`src/rtl/coef_pack_pkg.sv`:
```
`timescale 1ns/1ps
package coef_pack_pkg;
  localparam int unsigned Q      = 3329;
  localparam int unsigned N      = 256;
  localparam int unsigned N_LOG  = $clog2(N);
  localparam int unsigned COEF_W = 12;
  localparam int unsigned D_MAX  = 11;
  localparam int unsigned DW     = $clog2(D_MAX + 1);
  // leftover of at most 7 bits plus the widest symbol
  localparam int unsigned BUF_W  = 7 + D_MAX;
  localparam int unsigned CNT_W  = $clog2(BUF_W + 1);
  localparam int unsigned NUM_W  = COEF_W + D_MAX + 1;
  localparam int unsigned MSG_LO = Q / 4;
  localparam int unsigned MSG_HI = (3 * Q) / 4;

  typedef enum logic [1:0] {
    S_IDLE  = 2'd0,
    S_ISSUE = 2'd1,
    S_FLUSH = 2'd2
  } pack_state_e;

  // round(x * 2^d / Q) mod 2^d; Q is odd so no exact half ever occurs
  function automatic logic [D_MAX-1:0] compress_coef(input logic [COEF_W-1:0] x,
                                                     input logic [DW-1:0] d);
    logic [NUM_W-1:0] num;
    logic [NUM_W-1:0] quo;
    logic [D_MAX-1:0] mask;
    num  = ({{(D_MAX + 1){1'b0}}, x} << d) + NUM_W'(Q / 2);
    quo  = num / NUM_W'(Q);
    mask = (D_MAX'(1) << d) - D_MAX'(1);
    return quo[D_MAX-1:0] & mask;
  endfunction

  // one-bit message decision: a range compare instead of a divide
  function automatic logic msg_bit(input logic [COEF_W-1:0] x);
    return (x > COEF_W'(MSG_LO)) && (x <= COEF_W'(MSG_HI));
  endfunction
endpackage

```
`src/rtl/cp_ctrl.sv`:
```
`timescale 1ns/1ps
module cp_ctrl import coef_pack_pkg::*; #(
  parameter int unsigned MAX_POLY = 4,
  localparam int unsigned NP_W = $clog2(MAX_POLY + 1),
  localparam int unsigned PA_W = (MAX_POLY > 1) ? $clog2(MAX_POLY) : 1,
  localparam int unsigned AW   = PA_W + N_LOG
) (
  input  logic            clk,
  input  logic            rst_n,
  input  logic            start_i,
  input  logic [DW-1:0]   d_i,
  input  logic [NP_W-1:0] npoly_i,
  input  logic            cont_i,
  input  logic            data_pend_i,
  input  logic            sym_valid_i,
  input  logic            accum_empty_i,
  input  logic            byte_we_i,
  output logic            rd_en_o,
  output logic [AW-1:0]   rd_addr_o,
  output logic            rd_first_o,
  output logic [DW-1:0]   d_run_o,
  output logic            clr_ptr_o,
  output logic            done_o
);
  pack_state_e     st_q;
  logic [DW-1:0]   d_q;
  logic [NP_W-1:0] np_q;
  logic [AW-1:0]   idx_q;
  logic [NP_W-1:0] np_m1;
  logic [AW-1:0]   last_idx;
  logic            params_ok;
  logic            run_accept;
  logic            flush_done;
  logic            issue_now;

  assign params_ok  = (d_i != '0) && (d_i <= DW'(D_MAX)) &&
                      (npoly_i != '0) && (npoly_i <= NP_W'(MAX_POLY));
  assign run_accept = (st_q == S_IDLE) && start_i && params_ok;
  assign clr_ptr_o  = run_accept && !cont_i;
  assign np_m1      = np_q - NP_W'(1);
  assign last_idx   = {np_m1[PA_W-1:0], {N_LOG{1'b1}}};
  // one request every other cycle keeps the accumulator within BUF_W
  assign issue_now  = (st_q == S_ISSUE) && !rd_en_o;
  assign flush_done = (st_q == S_FLUSH) && !rd_en_o && !data_pend_i &&
                      !sym_valid_i && accum_empty_i;
  assign d_run_o    = d_q;

  always_ff @(posedge clk or negedge rst_n) begin
    if (!rst_n) begin
      st_q       <= S_IDLE;
      d_q        <= '0;
      np_q       <= '0;
      idx_q      <= '0;
      rd_en_o    <= 1'b0;
      rd_addr_o  <= '0;
      rd_first_o <= 1'b0;
      done_o     <= 1'b0;
    end else begin
      rd_en_o <= 1'b0;
      done_o  <= 1'b0;
      unique case (st_q)
        S_IDLE: begin
          if (run_accept) begin
            st_q  <= S_ISSUE;
            d_q   <= d_i;
            np_q  <= npoly_i;
            idx_q <= '0;
          end
        end
        S_ISSUE: begin
          if (issue_now) begin
            rd_en_o    <= 1'b1;
            rd_addr_o  <= idx_q;
            rd_first_o <= (idx_q[N_LOG-1:0] == '0);
            idx_q      <= idx_q + AW'(1);
            if (idx_q == last_idx) st_q <= S_FLUSH;
          end
        end
        S_FLUSH: begin
          if (flush_done) begin
            done_o <= 1'b1;
            st_q   <= S_IDLE;
          end
        end
        default: st_q <= S_IDLE;
      endcase
    end
  end

  p_read_gap_r5: assert property (@(posedge clk) disable iff (!rst_n)
    rd_en_o |=> !rd_en_o);
  p_done_after_write_r8: assert property (@(posedge clk) disable iff (!rst_n)
    done_o |-> $past(byte_we_i));
  p_done_pulse_r8: assert property (@(posedge clk) disable iff (!rst_n)
    done_o |=> !done_o);
  p_busy_start_ignored_r9: assert property (@(posedge clk) disable iff (!rst_n)
    (st_q != S_IDLE) |-> !clr_ptr_o);
  p_width_held_r11: assert property (@(posedge clk) disable iff (!rst_n)
    (st_q != S_IDLE) && ($past(st_q) != S_IDLE) |-> $stable(d_run_o));
endmodule

```
`src/rtl/cp_compress.sv`:
```
`timescale 1ns/1ps
module cp_compress import coef_pack_pkg::*; #(
  parameter bit ONEBIT_CMP = 1'b1
) (
  input  logic              clk,
  input  logic              rst_n,
  input  logic              req_i,
  input  logic              first_i,
  input  logic [COEF_W-1:0] coef_i,
  input  logic [DW-1:0]     d_i,
  output logic              data_pend_o,
  output logic              sym_valid_o,
  output logic [D_MAX-1:0]  sym_o,
  output logic              sym_first_o
);
  logic             req_q;
  logic             first_q;
  logic [D_MAX-1:0] sym_next;

  generate
    if (ONEBIT_CMP) begin : g_msg_cmp
      always_comb sym_next = (d_i == DW'(1)) ? D_MAX'(msg_bit(coef_i))
                                             : compress_coef(coef_i, d_i);
    end else begin : g_div_only
      always_comb sym_next = compress_coef(coef_i, d_i);
    end
  endgenerate

  assign data_pend_o = req_q;

  always_ff @(posedge clk or negedge rst_n) begin
    if (!rst_n) begin
      req_q       <= 1'b0;
      first_q     <= 1'b0;
      sym_valid_o <= 1'b0;
      sym_o       <= '0;
      sym_first_o <= 1'b0;
    end else begin
      req_q       <= req_i;
      first_q     <= first_i;
      sym_valid_o <= req_q;
      if (req_q) begin
        sym_o       <= sym_next;
        sym_first_o <= first_q;
      end
    end
  end

  p_sym_width_r2: assert property (@(posedge clk) disable iff (!rst_n)
    sym_valid_o |-> ((sym_o >> d_i) == '0));
  p_msg_range_r3: assert property (@(posedge clk) disable iff (!rst_n)
    sym_valid_o && (d_i == DW'(1)) |->
      sym_o[0] == (($past(coef_i) > COEF_W'(832)) && ($past(coef_i) <= COEF_W'(2496))));
endmodule

```
`src/rtl/cp_accum.sv`:
```
`timescale 1ns/1ps
module cp_accum import coef_pack_pkg::*; #(
  parameter int unsigned OUT_AW = 11
) (
  input  logic              clk,
  input  logic              rst_n,
  input  logic              clr_ptr_i,
  input  logic              sym_valid_i,
  input  logic [D_MAX-1:0]  sym_i,
  input  logic              sym_first_i,
  input  logic [DW-1:0]     d_i,
  output logic              empty_o,
  output logic              byte_we_o,
  output logic [OUT_AW-1:0] byte_addr_o,
  output logic [7:0]        byte_data_o
);
  logic [BUF_W-1:0]  buf_q;
  logic [CNT_W-1:0]  cnt_q;
  logic [OUT_AW-1:0] ptr_q;
  logic              drain;
  logic [BUF_W-1:0]  base_buf;
  logic [CNT_W-1:0]  base_cnt;
  logic [BUF_W-1:0]  ins_bits;
  logic [CNT_W-1:0]  fill_cnt;

  assign drain    = cnt_q >= CNT_W'(8);
  assign base_buf = drain ? (buf_q >> 8) : buf_q;
  assign base_cnt = drain ? (cnt_q - CNT_W'(8)) : cnt_q;
  assign ins_bits = BUF_W'(sym_i) << base_cnt;
  assign fill_cnt = base_cnt + CNT_W'(d_i);
  assign empty_o  = (cnt_q == '0);

  always_ff @(posedge clk or negedge rst_n) begin
    if (!rst_n) begin
      buf_q       <= '0;
      cnt_q       <= '0;
      ptr_q       <= '0;
      byte_we_o   <= 1'b0;
      byte_addr_o <= '0;
      byte_data_o <= '0;
    end else begin
      byte_we_o <= drain;
      if (drain) begin
        byte_data_o <= buf_q[7:0];
        byte_addr_o <= ptr_q;
      end
      if (sym_valid_i) begin
        buf_q <= base_buf | ins_bits;
        cnt_q <= fill_cnt;
      end else begin
        buf_q <= base_buf;
        cnt_q <= base_cnt;
      end
      if (clr_ptr_i)  ptr_q <= '0;
      else if (drain) ptr_q <= ptr_q + OUT_AW'(1);
    end
  end

  p_no_overflow_r10: assert property (@(posedge clk) disable iff (!rst_n)
    sym_valid_i |-> (fill_cnt <= CNT_W'(BUF_W)));
  p_poly_aligned_r10: assert property (@(posedge clk) disable iff (!rst_n)
    sym_valid_i && sym_first_i |-> (base_cnt == '0));
  p_addr_step_r6: assert property (@(posedge clk) disable iff (!rst_n)
    byte_we_o && $past(byte_we_o) |-> (byte_addr_o == $past(byte_addr_o) + OUT_AW'(1)));
endmodule

```
`src/rtl/coef_pack.sv`:
```
`timescale 1ns/1ps
module coef_pack import coef_pack_pkg::*; #(
  parameter int unsigned MAX_POLY   = 4,
  parameter int unsigned OUT_AW     = 11,
  parameter bit          ONEBIT_CMP = 1'b1,
  localparam int unsigned NP_W = $clog2(MAX_POLY + 1),
  localparam int unsigned AW   = ((MAX_POLY > 1) ? $clog2(MAX_POLY) : 1) + N_LOG
) (
  input  logic              clk,
  input  logic              rst_n,
  input  logic              start_i,
  input  logic [DW-1:0]     d_i,
  input  logic [NP_W-1:0]   npoly_i,
  input  logic              cont_i,
  output logic              coef_rd_en_o,
  output logic [AW-1:0]     coef_rd_addr_o,
  input  logic [COEF_W-1:0] coef_rd_data_i,
  output logic              byte_we_o,
  output logic [OUT_AW-1:0] byte_addr_o,
  output logic [7:0]        byte_data_o,
  output logic              done_o
);
  logic             rd_first;
  logic [DW-1:0]    d_run;
  logic             clr_ptr;
  logic             data_pend;
  logic             sym_valid;
  logic [D_MAX-1:0] sym;
  logic             sym_first;
  logic             accum_empty;

  cp_ctrl #(.MAX_POLY(MAX_POLY)) u_ctrl (
    .clk           (clk),
    .rst_n         (rst_n),
    .start_i       (start_i),
    .d_i           (d_i),
    .npoly_i       (npoly_i),
    .cont_i        (cont_i),
    .data_pend_i   (data_pend),
    .sym_valid_i   (sym_valid),
    .accum_empty_i (accum_empty),
    .byte_we_i     (byte_we_o),
    .rd_en_o       (coef_rd_en_o),
    .rd_addr_o     (coef_rd_addr_o),
    .rd_first_o    (rd_first),
    .d_run_o       (d_run),
    .clr_ptr_o     (clr_ptr),
    .done_o        (done_o)
  );

  cp_compress #(.ONEBIT_CMP(ONEBIT_CMP)) u_comp (
    .clk         (clk),
    .rst_n       (rst_n),
    .req_i       (coef_rd_en_o),
    .first_i     (rd_first),
    .coef_i      (coef_rd_data_i),
    .d_i         (d_run),
    .data_pend_o (data_pend),
    .sym_valid_o (sym_valid),
    .sym_o       (sym),
    .sym_first_o (sym_first)
  );

  cp_accum #(.OUT_AW(OUT_AW)) u_accum (
    .clk         (clk),
    .rst_n       (rst_n),
    .clr_ptr_i   (clr_ptr),
    .sym_valid_i (sym_valid),
    .sym_i       (sym),
    .sym_first_i (sym_first),
    .d_i         (d_run),
    .empty_o     (accum_empty),
    .byte_we_o   (byte_we_o),
    .byte_addr_o (byte_addr_o),
    .byte_data_o (byte_data_o)
  );
endmodule

```
`config.mk`:
```
export PLATFORM = sky130hd
export DESIGN_NAME = coef_pack
export DESIGN_NICKNAME = d
export VERILOG_FILES = /design/src/rtl/coef_pack_pkg.sv /design/src/rtl/cp_ctrl.sv /design/src/rtl/cp_compress.sv /design/src/rtl/cp_accum.sv /design/src/rtl/coef_pack.sv
export SDC_FILE = /design/constraint.sdc
export NUM_CORES = 1
export LEC_CHECK = 0
export BUFFER_PORTS_ARGS = -buffer_cell sky130_fd_sc_hd__buf_2
export CAP_MARGIN = 15
export CORE_MARGIN = 2
export CORE_UTILIZATION = 35
export CTS_BUF_LIST = sky130_fd_sc_hd__clkbuf_4
export CTS_CLUSTER_DIAMETER = 60
export DETAILED_ROUTE_END_ITERATION = 6
export PLACE_DENSITY_LB_ADDON = 0.1
export SYNTH_ARGS = -nofsm -noshare
export SYNTH_HDL_FRONTEND = slang
export SYNTH_HIERARCHICAL = 1
export SYNTH_SLANG_ARGS = --single-unit
```
`constraint.sdc`:
```
create_clock -name clk -period 12.8 [get_ports clk]
set_input_delay 0.64 -clock clk [delete_from_list [all_inputs] [get_ports clk]]
set_output_delay 0.64 -clock clk [all_outputs]
set_load 0.05 [all_outputs]
```
### After elaboration in Yosys (flattened, before gate mapping)

Cells that the tools add are included.

* add/subtract/negate cells: 7
* div/mod/pow operators: 1
* magnitude comparators: 5
* equal/unequal tests: 8
* shift operators: 3
* muxes and demuxes: 19
* bitwise operators: 2
* reduce and logical (&&, ||, !) cells: 26

Operators with widths (number)
* $mux W18: 2
* $mux W11: 3
* $add A24 B11 Y24 const B: 1
* $div A24 B12 Y24 const B: 1
* $shl A12 B4 Y24: 1
* $mux W10: 2
* $pmux W10 S2: 1
* $or A18 B18 Y18: 1
* $shl A11 B5 Y18: 1
* $gt A12 B10 Y1 const B: 1
* $le A12 B12 Y1 const B: 1
* $logic_and A1 B1 Y1: 12
* $add A11 B1 Y11 const B: 1
* $and A11 B11 Y11: 1
* $shl A1 B4 Y11 const A: 1
* $sub A11 B2 Y11 const B: 1
* $add A10 B1 Y10 const B: 1
* $eq A10 B10 Y1: 1
* $mux W5: 2
* $mux W2: 4
* $ne A2 B1 Y1 const B: 3
* $pmux W2 S3: 1
* $add A5 B4 Y5: 1
* $ge A5 B4 Y1 const B: 1
* other kinds (18): 26

* register bits after elaboration: 97
* input bits: 23
* output and inout port bits: 32
* logic and storage cells: 87

### Depth between registers and ports, before layout

* depth in word-level cells: 7
* gate-level depth with buffers: 62
* gate-level depth less buffers: 50

### By module

Netlist, hierarchy kept.

Modules (own cells, without submodules)
* cp_compress: instances 1, cells each 1126, area each 7907.6 um2, sequential area each 375.4 um2
* cp_accum: instances 1, cells each 317, area each 3080.5 um2, sequential area each 1351.3 um2
* cp_ctrl: instances 1, cells each 148, area each 1466.4 um2, sequential area each 775.7 um2

### Worst setup path before layout

Ideal clock, no wire load.

* path kind: register to register
* start point: register u_ctrl.d_q[0] (netlist: u_ctrl/d_run_o[0])
* end point: register u_comp.sym_o[0]
* setup time: 0.065 ns
* arrival time: 12.901 ns
* data required time: 12.735 ns
* path slack: -0.165 ns
* stages on the path, launching flop included: 49
* path buffers: 3
* clock period less this slack: 12.965 ns
* cells stage by stage: dfrtp_1 > buf_4 > mux4_2 > nand2_1 > a21o_1 > inv_1 > ha_1 > or3_4 > and3_1 > or3b_4 > a31o_2 > a211oi_4 > mux2_4 > a21o_1 > a22o_1 > o32a_4 > o21ai_1 > mux2i_1 > (+13 left out) > or4_4 > nor4_2 > o211ai_1 > a21oi_2 > o22ai_2 > a221o_1 > o31a_2 > a211oi_2 > xnor2_1 > a31oi_4 > a221oi_4 > xnor2_1 > or3_1 > or3_1 > or3_1 > a32o_1 > o2111ai_1 > o21a_1

* cells in the longest elaborated chain, start to end: 5
* elaborated cells between the ends (all ways): 8
* classes of those cells: add/sub: 2; div: 1; eq/ne: 1; shift: 2; mux: 1; bitwise: 1

RTL lines
* start, declared: line cp_ctrl.sv:26 `logic [DW-1:0] d_q;`
* start signal, assigned: line cp_ctrl.sv:65 `d_q <= d_i;`
* $shl A12 B4 Y24: line coef_pack_pkg.sv:28 `num = ({{(D_MAX + 1){1'b0}}, x} << d) + NUM_W'(Q / 2);`
* $add A24 B11 Y24: line coef_pack_pkg.sv:28
* $div A24 B12 Y24: line coef_pack_pkg.sv:29 `quo = num / NUM_W'(Q);`
* $and A11 B11 Y11: line coef_pack_pkg.sv:31 `return quo[D_MAX-1:0] & mask;`
* $mux W11 *: line cp_compress.sv:22 `always_comb sym_next = (d_i == DW'(1)) ? D_MAX'(msg_bit(coef_i))`
* end signal, assigned: line cp_compress.sv:43 `sym_o <= sym_next;`
* end, declared: line cp_compress.sv:13 `output logic [D_MAX-1:0] sym_o,`

Mark *: on every way between the ends. The rest lies on a longest branch, timed or not.
A chain may end at the register's enable or synchronous reset.

### Worst setup path after layout

* start point: register u_ctrl.d_q[1] (netlist: u_ctrl/d_run_o[1])
* end point: register u_comp.sym_o[0]

Same word-level chain as after synthesis.

==> metrics.txt <==
status finished with violations; violated checks setup timing; pre-CTS setup slack -0.487 ns; f_max roughly 80 MHz; TritonRoute pass-1 iters 5; Fillers ~3400; Root Driver clkbuf_4; Max-slew headroom 0.327; synth-to-layout area growth 40.8%; Antenna Nets Post-Route 0; Final Max Tran Viols 0; worst reg2reg setup slack -0.03 ns; Arr. time, crit path approximately 13 ns; Die Area between 30000 and 40000 sq um; worst clock skew 0.0122 ns; initial antenna violation count 1; vias per cell 5.55; hold buffers post-CTS 0; Total GRT Usage 0.221; Syn Nets between 1500 and 2000; Cell Count, Final, Fillers Out between 2000 and 3000; final hold vios 0; first-pass GRT wire length around 68 mm; unrepaired setup endpoints after global routing yes; # rows a little under 70; slowest cell on the critical path dfrtp_2; Clk Latency, worst-skew pair approximately 0.47 ns; DRT Wirelength ~41 mm; Critical path destination u_comp/sym_o[0]; io pins 55; Setup Viol. Count Final 1; CP required around 13 ns; largest net degree at the start of global routing 55; Setup Crit Path Kind reg -> reg; CP Max Fanout 8; CP peak stage delay between 0.4 and 0.5 ns; Reg2Reg Launch Point u_ctrl/d_run_o[1]; Max Root-Sink Buffers 2; routed vias 14000; Setup WS post-layout -0.0252 ns; clock slew at reported path FFs between 0.15 and 0.2 ns; Initial Util 0.356; layout cell share with drive strength beyond 1 0.389; drt initial violations around 880; clk sink count 97; Final Wtd Congestion roughly 0.9; die height approximately 190 microns; period utilization 1.00; Die W 192 microns; number of remaining DRC errors 0; CP most frequent cell buf_4; IO Port Bufs 54; total gr overflow 0; DR WL/cell ~16 microns; TritonCTS clock tree yes; vias in the first global route ~14000; Syn Area/Cell 7.80 sq um; Worst Setup SP u_ctrl/d_run_o[1]; Cells after DPL between 2000 and 2500; Ys Warns 6; CTS H-tree depth 3; worst hold slack 0.146 ns; critical path startpoint category flop; HPWL Detailed around 33 mm; Syn Inst Count 1583; CORE AREA about 35000 sq um; setup_tns -0.0252 ns; Worst Tran Pin Value 1.01 ns; CTS Buf Count 9; Setup crit end kind flop; Worst Hold Class in -> async; final net count roughly 2100; worst flop-to-flop path endpoint u_comp/sym_o[0]; Max Cap Viol 0; Final Critical Period around 13 ns; Post-Synthesis Cell Area roughly 12000 sq um; worst reg2reg path depth between 50 and 60
[metal layers]
layer | wire (microns) | up-vias | GRT usage
met1 | 19800 | 6793 | 0.299
met2 | 20100 | 192 | 0.386
li1 | - | 6958 | -
met4 | 585 | 0 | 0.0500
met3 | 889 | 42 | 0.0102
met5 | 0 | - | 0
[critical path, delay by kind of cell, from the launching register on]
kind | cells | cell delay (ns)
buffers and inverters | 10 | 1.61
XOR/XNOR | 2 | 0.25
AND/OR/NAND/NOR | 12 | 3.11
AO/OA/AOI/OAI | 26 | 6.10
flip-flops | 1 | 0.49
multiplexers | 3 | 1.01
adder cells (fa/ha/maj) | 1 | 0.19
[sequential cells by signal, summed over array words and instances, names as in the netlist]
name and count:
u_comp/data_pend_o 1, u_ctrl/rd_addr_o 10, u_ctrl/np_q 2, u_accum/buf_q 18, u_accum/cnt_q 5, u_ctrl/st_q 2
u_accum/byte_data_o 8, u_ctrl/idx_q 10, u_ctrl/d_run_o 4, u_ctrl/rd_en_o 1, u_accum/byte_addr_o 11, u_comp/sym_valid_o 1
u_accum/ptr_q 11, u_comp/sym_o 11, u_ctrl/done_o 1, u_accum/byte_we_o 1
[layout make-up]
| class | instances | area (sq um) | area share |
|---|---|---|---|
| well taps | 455 | 569 | 0.0328 |
| clock inverters | 6 | 91.3 | 0.00526 |
| clock buffers | 9 | 67.6 | 0.00389 |
| repair buffers | 544 | 3990 | 0.229 |
| inverters | 38 | 145 | 0.00835 |
| flip-flops and latches | 97 | 2430 | 0.140 |
| multi-input cells | 1372 | 10100 | 0.580 |
| diodes | 1 | 2.50 | 0.000144 |
[how the worst min path moves through the flow]
stage                           start                endpoint  slack (ns)  cells after the start
2_1_floorplan                   rst_n        u_accum/buf_q[0]        0.34                      0
5_1_grt                         rst_n         u_ctrl/idx_q[3]        0.16                      1
6_report                        rst_n         u_ctrl/idx_q[3]        0.15                      1
4_1_cts                         rst_n     u_ctrl/rd_addr_o[2]        0.12                      1
3_5_place_dp   u_accum/byte_data_o[7]  u_accum/byte_data_o[7]        0.45                      2
3_3_place_gp   u_accum/byte_addr_o[2]  u_accum/byte_addr_o[2]        0.45                      2
[stage by stage]
step	instance area, sq um	utilization
floorplan	12400	-
global placement	16300	0.472
detailed placement	16300	0.472
CTS	16600	0.479
global route	17400	0.502
finish	17400	0.502
[cells in the final DEF, fill, tap and decap left out, drive strengths merged, types with 21 or more instances in the layout]
cell and n:
nor3 51, nand2 225, and2 24, mux2i 44
o211ai 22, or2 26, o31ai 22, dfrtp 97
buf 544, o22ai 35, or3 29, nor2 126
nand3 57, and3 27, nand2b 21, a21oi 90
o21ai 78, mux2 30, a211oi 34, inv 38
xnor2 73, nand4 24
[repair_timing]
item	CTS	global route
pin swaps	3	35
endpoints found under the setup margin	1	2
gates resized for setup	21	107
setup buffers	1	27
Power is left out: the tool's default activity adds up to more than one toggle a clock period on the data nets, which glitch-free logic cannot reach.
